$ cat config.mk
export PLATFORM = sky130hd
export DESIGN_NAME = ccr_exec_unit
export DESIGN_NICKNAME = d
export VERILOG_FILES = /design/src/rtl/ccr_exec_pkg.sv /design/src/rtl/ccr_addsub.sv /design/src/rtl/ccr_shift1.sv /design/src/rtl/ccr_exec_unit.sv
export SDC_FILE = /design/constraint.sdc
export NUM_CORES = 1
export LEC_CHECK = 0
export ABC_AREA = 1
export ABC_CLOCK_PERIOD_IN_PS = 6900
export BUFFER_PORTS_ARGS = -buffer_cell sky130_fd_sc_hd__buf_2
export CORE_MARGIN = 4
export CORE_UTILIZATION = 46
export DETAILED_ROUTE_END_ITERATION = 7
export SKIP_LAST_GASP = 1
export SYNTH_ARGS = -nofsm -noshare
export SYNTH_HDL_FRONTEND = slang
export SYNTH_HIERARCHICAL = 1
export SYNTH_SLANG_ARGS = --single-unit
$ cat constraint.sdc
create_clock -name clk -period 6.9 [get_ports clk]
set_input_delay 0.345 -clock clk [delete_from_list [all_inputs] [get_ports clk]]
set_output_delay 0.345 -clock clk [all_outputs]
set_load 0.01 [all_outputs]
$ cat src/rtl/ccr_exec_pkg.sv
package ccr_exec_pkg;

  typedef enum logic [3:0] {
    OP_ADD  = 4'd0,
    OP_SUB  = 4'd1,
    OP_CMP  = 4'd2,
    OP_ADDA = 4'd3,
    OP_MULU = 4'd4,
    OP_SWAP = 4'd5,
    OP_LSL  = 4'd6,
    OP_LSR  = 4'd7,
    OP_ASL  = 4'd8,
    OP_ASR  = 4'd9,
    OP_ROL  = 4'd10,
    OP_ROR  = 4'd11,
    OP_R12  = 4'd12,
    OP_R13  = 4'd13,
    OP_R14  = 4'd14,
    OP_R15  = 4'd15
  } alu_op_e;

  localparam logic [1:0] SZ_BYTE = 2'b00;
  localparam logic [1:0] SZ_WORD = 2'b01;

  localparam int FLG_X = 4;
  localparam int FLG_N = 3;
  localparam int FLG_Z = 2;
  localparam int FLG_V = 1;
  localparam int FLG_C = 0;
  localparam int FLG_W = 5;

  localparam int NUM_LANES = 3;

endpackage

$ cat src/rtl/ccr_addsub.sv
module ccr_addsub #(
  parameter int W = 32
) (
  input  logic [W-1:0] a_i,
  input  logic [W-1:0] b_i,
  input  logic         sub_i,
  output logic [W-1:0] sum_o,
  output logic         carry_o,
  output logic         ovf_o
);
  logic [W:0] wide;

  always_comb begin
    if (sub_i) wide = {1'b0, a_i} - {1'b0, b_i};
    else       wide = {1'b0, a_i} + {1'b0, b_i};
  end

  assign sum_o   = wide[W-1:0];
  assign carry_o = wide[W];

  // signed overflow from operand and result signs
  always_comb begin
    if (sub_i)
      ovf_o = (a_i[W-1] ^ b_i[W-1]) & (wide[W-1] ^ a_i[W-1]);
    else
      ovf_o = ~(a_i[W-1] ^ b_i[W-1]) & (wide[W-1] ^ a_i[W-1]);
  end
endmodule

$ cat src/rtl/ccr_shift1.sv
module ccr_shift1
  import ccr_exec_pkg::*;
#(
  parameter int W = 32
) (
  input  alu_op_e      op_i,
  input  logic [W-1:0] val_i,
  output logic [W-1:0] res_o,
  output logic         out_o,
  output logic         ovf_o
);
  always_comb begin
    res_o = val_i;
    out_o = 1'b0;
    ovf_o = 1'b0;
    unique case (op_i)
      OP_LSL: begin
        res_o = {val_i[W-2:0], 1'b0};
        out_o = val_i[W-1];
      end
      OP_ASL: begin
        res_o = {val_i[W-2:0], 1'b0};
        out_o = val_i[W-1];
        ovf_o = val_i[W-1] ^ val_i[W-2];
      end
      OP_LSR: begin
        res_o = {1'b0, val_i[W-1:1]};
        out_o = val_i[0];
      end
      OP_ASR: begin
        res_o = {val_i[W-1], val_i[W-1:1]};
        out_o = val_i[0];
      end
      OP_ROL: begin
        res_o = {val_i[W-2:0], val_i[W-1]};
        out_o = val_i[W-1];
      end
      OP_ROR: begin
        res_o = {val_i[0], val_i[W-1:1]};
        out_o = val_i[0];
      end
      default: begin
        res_o = val_i;
        out_o = 1'b0;
      end
    endcase
  end
endmodule

$ cat src/rtl/ccr_exec_unit.sv
module ccr_exec_unit
  import ccr_exec_pkg::*;
#(
  parameter int DATA_W = 32,
  parameter int BYTE_W = 8
) (
  input  logic              clk,
  input  logic              rst,
  input  logic [3:0]        op_i,
  input  logic [1:0]        size_i,
  input  logic [DATA_W-1:0] src_i,
  input  logic [DATA_W-1:0] dst_i,
  input  logic [FLG_W-1:0]  ccr_i,
  output logic [DATA_W-1:0] result_o,
  output logic [FLG_W-1:0]  ccr_o
);
  localparam int HALF_W = DATA_W / 2;

  alu_op_e op;
  assign op = alu_op_e'(op_i);

  logic       is_sub;
  logic [1:0] lane_idx;
  assign is_sub   = (op == OP_SUB) || (op == OP_CMP);
  assign lane_idx = size_i[1] ? 2'd2 : (size_i[0] ? 2'd1 : 2'd0);

  logic [DATA_W-1:0] as_res   [NUM_LANES];
  logic              as_c     [NUM_LANES];
  logic              as_v     [NUM_LANES];
  logic [DATA_W-1:0] sh_res   [NUM_LANES];
  logic              sh_out   [NUM_LANES];
  logic              sh_v     [NUM_LANES];
  logic [DATA_W-1:0] lane_msk [NUM_LANES];

  // one adder and one shifter per operand size
  for (genvar g = 0; g < NUM_LANES; g++) begin : g_lane
    localparam int LW = (g == 0) ? BYTE_W : ((g == 1) ? HALF_W : DATA_W);
    logic [LW-1:0] sum_w;
    logic [LW-1:0] shf_w;

    ccr_addsub #(.W(LW)) u_addsub (
      .a_i    (dst_i[LW-1:0]),
      .b_i    (src_i[LW-1:0]),
      .sub_i  (is_sub),
      .sum_o  (sum_w),
      .carry_o(as_c[g]),
      .ovf_o  (as_v[g])
    );

    ccr_shift1 #(.W(LW)) u_shift (
      .op_i (op),
      .val_i(dst_i[LW-1:0]),
      .res_o(shf_w),
      .out_o(sh_out[g]),
      .ovf_o(sh_v[g])
    );

    assign as_res[g]   = DATA_W'(sum_w);
    assign sh_res[g]   = DATA_W'(shf_w);
    assign lane_msk[g] = DATA_W'({LW{1'b1}});
  end

  logic [DATA_W-1:0] mask;
  logic [DATA_W-1:0] adda_src;
  logic [DATA_W-1:0] product;
  assign mask     = lane_msk[lane_idx];
  assign adda_src = size_i[1] ? src_i : {{HALF_W{src_i[HALF_W-1]}}, src_i[HALF_W-1:0]};
  assign product  = DATA_W'(dst_i[HALF_W-1:0]) * DATA_W'(src_i[HALF_W-1:0]);

  function automatic logic sized_msb(input logic [DATA_W-1:0] r, input logic [1:0] idx);
    case (idx)
      2'd0:    sized_msb = r[BYTE_W-1];
      2'd1:    sized_msb = r[HALF_W-1];
      default: sized_msb = r[DATA_W-1];
    endcase
  endfunction

  logic [DATA_W-1:0] nx_res;
  logic [FLG_W-1:0]  nx_ccr;
  logic [DATA_W-1:0] lane_r;

  always_comb begin
    nx_res = dst_i;
    nx_ccr = ccr_i;
    lane_r = '0;
    unique case (op)
      OP_ADD, OP_SUB, OP_CMP: begin
        lane_r        = as_res[lane_idx];
        nx_ccr[FLG_N] = sized_msb(lane_r, lane_idx);
        nx_ccr[FLG_Z] = (lane_r & mask) == '0;
        nx_ccr[FLG_V] = as_v[lane_idx];
        nx_ccr[FLG_C] = as_c[lane_idx];
        if (op != OP_CMP) begin
          nx_ccr[FLG_X] = as_c[lane_idx];
          nx_res        = (dst_i & ~mask) | (lane_r & mask);
        end
      end
      OP_ADDA: begin
        if (size_i != SZ_BYTE) nx_res = dst_i + adda_src;
      end
      OP_MULU, OP_SWAP: begin
        nx_res        = (op == OP_MULU) ? product : {dst_i[HALF_W-1:0], dst_i[DATA_W-1:HALF_W]};
        nx_ccr[FLG_N] = nx_res[DATA_W-1];
        nx_ccr[FLG_Z] = nx_res == '0;
        nx_ccr[FLG_V] = 1'b0;
        nx_ccr[FLG_C] = 1'b0;
      end
      OP_LSL, OP_LSR, OP_ASL, OP_ASR, OP_ROL, OP_ROR: begin
        lane_r        = sh_res[lane_idx];
        nx_res        = (dst_i & ~mask) | (lane_r & mask);
        nx_ccr[FLG_N] = sized_msb(lane_r, lane_idx);
        nx_ccr[FLG_Z] = (lane_r & mask) == '0;
        nx_ccr[FLG_V] = sh_v[lane_idx];
        nx_ccr[FLG_C] = sh_out[lane_idx];
        if (op != OP_ROL && op != OP_ROR) nx_ccr[FLG_X] = sh_out[lane_idx];
      end
      default: begin
        nx_res = dst_i;
        nx_ccr = ccr_i;
      end
    endcase
  end

  always_ff @(posedge clk) begin
    if (rst) begin
      result_o <= '0;
      ccr_o    <= '0;
    end else begin
      result_o <= nx_res;
      ccr_o    <= nx_ccr;
    end
  end

  logic merge_op;
  assign merge_op = (op == OP_ADD) || (op == OP_SUB) ||
                    ((op >= OP_LSL) && (op <= OP_ROR));


  rst_clear_chk: assert property (@(posedge clk)
    $past(rst) |-> (result_o == '0) && (ccr_o == '0));


  upper_keep_chk: assert property (@(posedge clk) disable iff (rst)
    (merge_op && size_i == SZ_BYTE) |=>
      result_o[DATA_W-1:BYTE_W] == $past(dst_i[DATA_W-1:BYTE_W]));


  cmp_hold_chk: assert property (@(posedge clk) disable iff (rst)
    (op == OP_CMP) |=> (result_o == $past(dst_i)) && (ccr_o[FLG_X] == $past(ccr_i[FLG_X])));


  adda_flags_chk: assert property (@(posedge clk) disable iff (rst)
    (op == OP_ADDA) |=> ccr_o == $past(ccr_i));


  mulu_vc_chk: assert property (@(posedge clk) disable iff (rst)
    (op == OP_MULU) |=> (ccr_o[FLG_V] == 1'b0) && (ccr_o[FLG_C] == 1'b0));


  rol_wrap_chk: assert property (@(posedge clk) disable iff (rst)
    (op == OP_ROL && size_i[1]) |=> ccr_o[FLG_C] == result_o[0]);
endmodule

Yosys cells after proc, flatten, opt, wreduce, memory -nomap -nowiden
Index checks and enable logic that the tools add are counted.
- register bits after elaboration: 37
- bits in latches: 0
- memory bits (writable): 0
- ROM bits: 0
- output and inout bits: 37
- memories kept: 0
- add/subtract/negate cells: 7
- multipliers: 1
- divide/modulo/power cells: 0
- magnitude comparators: 1
- equal/unequal tests: 15
- shift operators: 0
- muxes and demuxes: 49
- bitwise operators: 25
- reduce and logical (&&, ||, !) cells: 14
- operator list (operator ; count):
    two-way mux 32 bit ; 10
    binary-select mux 32 bit (select 2 bit) ; 3
    case mux 32 bit (5 select lines) ; 1
    case mux 32 bit (4 select lines) ; 1
    bitwise AND 32 bit ; 3
    logical NOT 32 bit ; 3
    case mux 16 bit (5 select lines) ; 1
    bitwise OR 32 bit ; 2
    case mux 8 bit (5 select lines) ; 1
    adder 32 x 32 -> 33 bit ; 1
    two-way mux 33 bit ; 1
    subtractor 32 x 32 -> 33 bit ; 1
    adder 32 bit ; 1
    multiplier 16 x 16 -> 32 bit ; 1
    inverter 32 bit ; 1
    adder 16 x 16 -> 17 bit ; 1
    two-way mux 1 bit ; 17
    two-way mux 17 bit ; 1
    subtractor 16 x 16 -> 17 bit ; 1
    equality test 4 x 3 -> 1 bit (second input constant) ; 4
    equality test 4 bit (second input constant) ; 4
    case mux 1 bit (2 select lines) ; 6
    case mux 4 bit (3 select lines) ; 1
    adder 8 x 8 -> 9 bit ; 1
    22 further kinds ; 45

Logic depth before layout (Yosys ltp)
- depth after elaboration: 11
- gate-level depth with buffers: 34

Hierarchy
Netlist, hierarchy kept.
- modules (own cells, without submodules) (module ; instances ; cells each ; area each (µm²) ; seq. area each (µm²)):
    ccr_exec_unit ; 1 ; 2427 ; 15324.7 ; 740.7
    ccr_addsub (g_lane[2].u_addsub) ; 1 ; 607 ; 3188.1 ; 0.0
    ccr_addsub (g_lane[1].u_addsub) ; 1 ; 256 ; 1415.1 ; 0.0
    ccr_shift1 (g_lane[2].u_shift) ; 1 ; 234 ; 980.9 ; 0.0
    ccr_addsub (g_lane[0].u_addsub) ; 1 ; 100 ; 620.6 ; 0.0
    ccr_shift1 (g_lane[1].u_shift) ; 1 ; 132 ; 566.8 ; 0.0
    ccr_shift1 (g_lane[0].u_shift) ; 1 ; 81 ; 352.8 ; 0.0

Least setup slack after synthesis
No wires, ideal clock.
- kind: in2reg
- from: input dst_i[6]
- to: register ccr_o[2]
- data arrival time: 5704 ps
- path slack: 1140 ps
- stages: 30
- path buffers: 2
- cell sequence: clkbuf_1 clkbuf_1 nand2_1 fa_1 inv_1 fa_1 inv_1 fa_1 inv_1 fa_1 fa_1 inv_1 fa_1 inv_1 ha_1 nand2_1 inv_1 a21oi_1 nor2_1 o21ai_0 nand3_1 nand2_1 nand3_1 nand2_1 nand2_1 nor2_1 nand3_1 nand3_1 nand2_1 inv_1
- word-level cells in the longest chain between the ends: 8
- RTL lines (what ; RTL line ; source):
    from (decl) ; ccr_exec_unit.sv:12 ; input logic [DATA_W-1:0] dst_i,
    branches (longest 7 deep; another with multiplier 16 x 16 -> 32 bit) ; n/a ;
    case mux 4 bit (3 select lines) * ; ccr_exec_unit.sv:86 ; unique case (op)
    to (signal assigned) ; ccr_exec_unit.sv:130 ; ccr_o <= nx_ccr;
    to (decl) ; ccr_exec_unit.sv:15 ; output logic [FLG_W-1:0] ccr_o
Mark *: on every way between the ends. The select of a mux whose other input is x is not followed.
A chain may end at the register's enable or synchronous reset.

Worst setup path after layout
- from: input dst_i[5]
- to: register ccr_o[2]
Same word-level chain as after synthesis.

==> results.md <==
- The flow ran to the end, and the final reports show no timing, DRC or antenna violations.
- After clock tree synthesis, the setup repair step added 0 buffers.
- The slew at the pin closest to its max-slew limit is 0.9697 ns.
- The fraction of post-synthesis cell area in the top cell type by area is 20.93%.
- In this run, post-CTS hold repair placed 0 buffers.
- The worst path in the final design needs a cycle of 6.265 ns, including I/O delays and setup.
- Net switching is 64.05% of the power.
- The startpoint kind of the worst setup timing path is an input port.
- The number of global-route vias before repair came to 23.58k.
- The commonest cells after synthesis are sky130_fd_sc_hd__nand2_1 (1252), sky130_fd_sc_hd__inv_1 (746), sky130_fd_sc_hd__nor2_1 (265).
- The iteration-0 DRC count of the detailed router is 2733.
- The type of the setup path with the least slack is in2reg.
- The worst setup margin is 0.6352 ns.
- The number of nets in the layout is 4354.
- The cell-internal power is 0.002892 W.
- The CTS sink count is 37.
- In this design, the critical path's most frequently occurring cell is sky130_fd_sc_hd__inv_1.
- The width of the chip is 228.9 µm.
- The share of the clock period used by the worst path after layout is 90.79%.
- The die covers 0.05240 mm².
- Counting flops with a built-in enable in the synthesized netlist gives 0.
- 114 I/O pins were placed.
- CTS placed an instance of sky130_fd_sc_hd__clkbuf_16 at the clock tree root.
- The detailed-route via count is 24.85k.
- The global-route congestion overflow total is 0.
- The mapped netlist covers 0.02245 mm².
- The final setup TNS is 0 ns.
- The layout cell share with drive strength beyond 1 is 7.542%.
- The synthesized instance count is 3837.
- The all-layer global routing usage is 33.67%.
- After detailed routing, the number of remaining DRC violations is 0.
- Setup violations remaining at the end of the flow were counted as 0.
- The critical-path cell with the highest stage delay is sky130_fd_sc_hd__fa_1.
- The static leakage power is 13.85 nW.
- The worst hold path was traced through 5 stages.
- The number of antenna violations at the first check in global routing is 3.
- The terminating pin of the worst hold path is ccr_o[0]$_SDFF_PP0_.
- The clock input transition at the sequential cells of the worst setup and hold paths is 0.06 ns.
- The worst min-delay path category is in2reg.
- The routed wire length is 90.45 mm.
- The number of warnings printed during yosys synthesis is 6.
- The net count after synthesis is 4306.
- Yosys instantiated no cell more often than sky130_fd_sc_hd__nand2_1.
- Yosys attributes the largest share of cell area to sky130_fd_sc_hd__nand2_1 (21%), sky130_fd_sc_hd__fa_1 (18%), sky130_fd_sc_hd__inv_1 (12%).
- The starting density of the core is 46.82%.
- The highest achievable clock rate is 0.1596 GHz.
- In the routed layout, each cell is associated on average with a via count of 5.523.
- The first-pass detailed-route iteration total is 6.
- Averaged over all synthesized cells, the footprint is 5.851 µm².
- The placed wire-length estimate after detailed placement is 73.13 mm.
- In this run, the combinational gates consume 94.2% of the power.
- Of all nets on the critical path, the largest fanout is 18.
- The longest individual stage delay on the worst path is 0.52 ns.
- The share of the Yosys chip area taken by registers is 3.300%.
- The count of buffers from port buffering is 113.
- The data required time at the worst endpoint is 7.12 ns.
- The number of cell rows is 80.
- Among all flip-flop cells after synthesis, the most frequent one is sky130_fd_sc_hd__dfxtp_1.
- The area growth from synthesis to layout is 5.752%.
- The global-route wire length before repair is 139.3 mm.
- Setup repair after global routing left no endpoint under its margin.
- Prior to clock tree synthesis, the placed netlist has a worst setup slack of 0.4403 ns.
- Counting the buffers created by CTS gives 5.
- Fill cells in the final layout number 5257.
- The share of flip-flops with an asynchronous set or reset after synthesis is 0%.
- Yosys mapped the design onto 65 distinct sky130hd cell types.
- In this run, the clock network consumes 2.8% of the power.
- CTS built an H-tree with a depth of 2.
- The arrival time of the worst setup path is 6.49 ns.
- The largest net degree at the start of global routing is 72.
- The power per unit of standard cell area is 338.9 mW/mm².
- The max-cap check violation count is 0.
- The post-detailed-route wirelength per cell is 20.10 µm.
- The number of antenna diodes in the final layout is 0.
- The number of nets with antenna violations after routing is 0.
- Post-CTS repair changed the size of 0 cells.
- The beginning of the worst hold path is ccr_i[0].
- Summed over all instances, the cell type with the most area after synthesis is sky130_fd_sc_hd__nand2_1.
- The post-synthesis sequential element count is 37.
- Of the total power, registers draw 3.0%.
- The die is 228.9 µm tall.
- The worst vdd rail ir drop is 486.1 µV.
- TritonCTS built the clock tree.
- The max-slew violation count was 0.
- The critical path endpoint category is a register.
- In this run the deepest clock path goes through 2 buffers.
- The total net switching power is 0.005152 W.
- The core outline area is 0.04795 mm².
- The max-slew headroom at the worst pin is 35.28%.
- The number of hold violations in the final report was 0.
- The global placer's final weighted congestion is 1.034.
## registers in the layout, indices dropped and copies added, names as in the netlist
| name | count |
|---|---|
| ccr_o | 5 |
| result_o | 32 |
## layout by cell type, fill, tap and decap left out, types with 16 or more instances in the layout
cell type / synthesis / final
sky130_fd_sc_hd__a21oi_1: 176 / 176
sky130_fd_sc_hd__buf_2: 20 / 113
sky130_fd_sc_hd__buf_4: 4 / 52
sky130_fd_sc_hd__dfxtp_1: 37 / 37
sky130_fd_sc_hd__fa_1: 198 / 198
sky130_fd_sc_hd__ha_1: 194 / 194
sky130_fd_sc_hd__inv_1: 746 / 746
sky130_fd_sc_hd__inv_2: 20 / 20
sky130_fd_sc_hd__nand2_1: 1252 / 1252
sky130_fd_sc_hd__nand2_2: 34 / 34
sky130_fd_sc_hd__nand3_1: 188 / 188
sky130_fd_sc_hd__nand4_1: 40 / 40
sky130_fd_sc_hd__nor2_1: 265 / 264
sky130_fd_sc_hd__nor3_1: 41 / 41
sky130_fd_sc_hd__o211ai_1: 19 / 19
sky130_fd_sc_hd__o21ai_0: 171 / 171
sky130_fd_sc_hd__o21ai_1: 21 / 21
sky130_fd_sc_hd__o21bai_1: 17 / 17
sky130_fd_sc_hd__o22ai_1: 16 / 16
sky130_fd_sc_hd__xnor2_1: 22 / 22
sky130_fd_sc_hd__xor2_1: 79 / 79
## worst max-delay path by stage
stage | startpoint | to | slack [ns]
floorplan | dst_i[6] | ccr_o[2]$_SDFF_PP0_ | 1.14
global placement | dst_i[8] | ccr_o[2]$_SDFF_PP0_ | 0.50
detailed placement | dst_i[8] | ccr_o[2]$_SDFF_PP0_ | 0.44
CTS | dst_i[8] | ccr_o[2]$_SDFF_PP0_ | 0.71
global route | dst_i[8] | ccr_o[2]$_SDFF_PP0_ | 0.32
finish | dst_i[5] | ccr_o[2]$_SDFF_PP0_ | 0.64
## metrics by stage
stage | power, W | instance area, µm² | cells | hold slack (ns) | utilization (%)
floorplan | 0.005634 | 22450 | 3837 | 0.4969 | -
global placement | 0.007612 | 23600 | 4493 | 0.6600 | 49.22
detailed placement | 0.007609 | 23600 | 4493 | 0.6621 | 49.22
CTS | 0.007876 | 23740 | 4500 | 0.3852 | 49.51
global route | 0.009212 | 23740 | 4500 | 0.4279 | 49.51
finish | 0.008045 | 23740 | 4500 | 0.3852 | 49.51
## layer usage
layer | up-vias | part of all wire [%] | track usage, %
met4 | 2 | 3.7 | 10.59
met1 | 11550 | 44 | 47.84
met5 | - | 0.012 | 0
met3 | 153 | 9.6 | 5.247
li1 | 11990 | - | -
met2 | 1163 | 43 | 52.62
## layout make-up
cell class	instances	area [µm²]	share of cell area [%]
well taps	615	769.5	3.241
clock buffers	7	142.6	0.6008
multi-input cells	2908	18230	76.80
repair buffers	166	975.9	4.111
inverters	767	2879	12.13
flip-flops and latches	37	740.7	3.120
## power groups by stage
stage                     logic (W)  clock network, W  registers, W
after floorplan             0.00538                 0      0.000257
after global placement      0.00737                 0      0.000246
after detailed placement    0.00736                 0      0.000245
after CTS                   0.00741          0.000225      0.000241
after global routing        0.00873          0.000239      0.000243
final                       0.00758          0.000226      0.000241
## worst max-delay path: cells and delay by family
| family | cells | cell delay (ns) |
|---|---|---|
| fa+ha+maj | 7 | 3.31 |
| buf+inv | 9 | 1.08 |
| simple gates | 13 | 1.73 |
## logic make-up after synthesis
| logic type | count (synthesis) | share of synthesized area (%) |
|---|---|---|
| compound gates | 511 | 13.27 |
| fa+ha+maj | 392 | 28.47 |
| xor+xnor | 101 | 3.940 |
| buf+inv | 892 | 15.49 |
| simple gates | 1904 | 35.53 |
| flops | 37 | 3.300 |
Power figures use the tool's default switching activity.
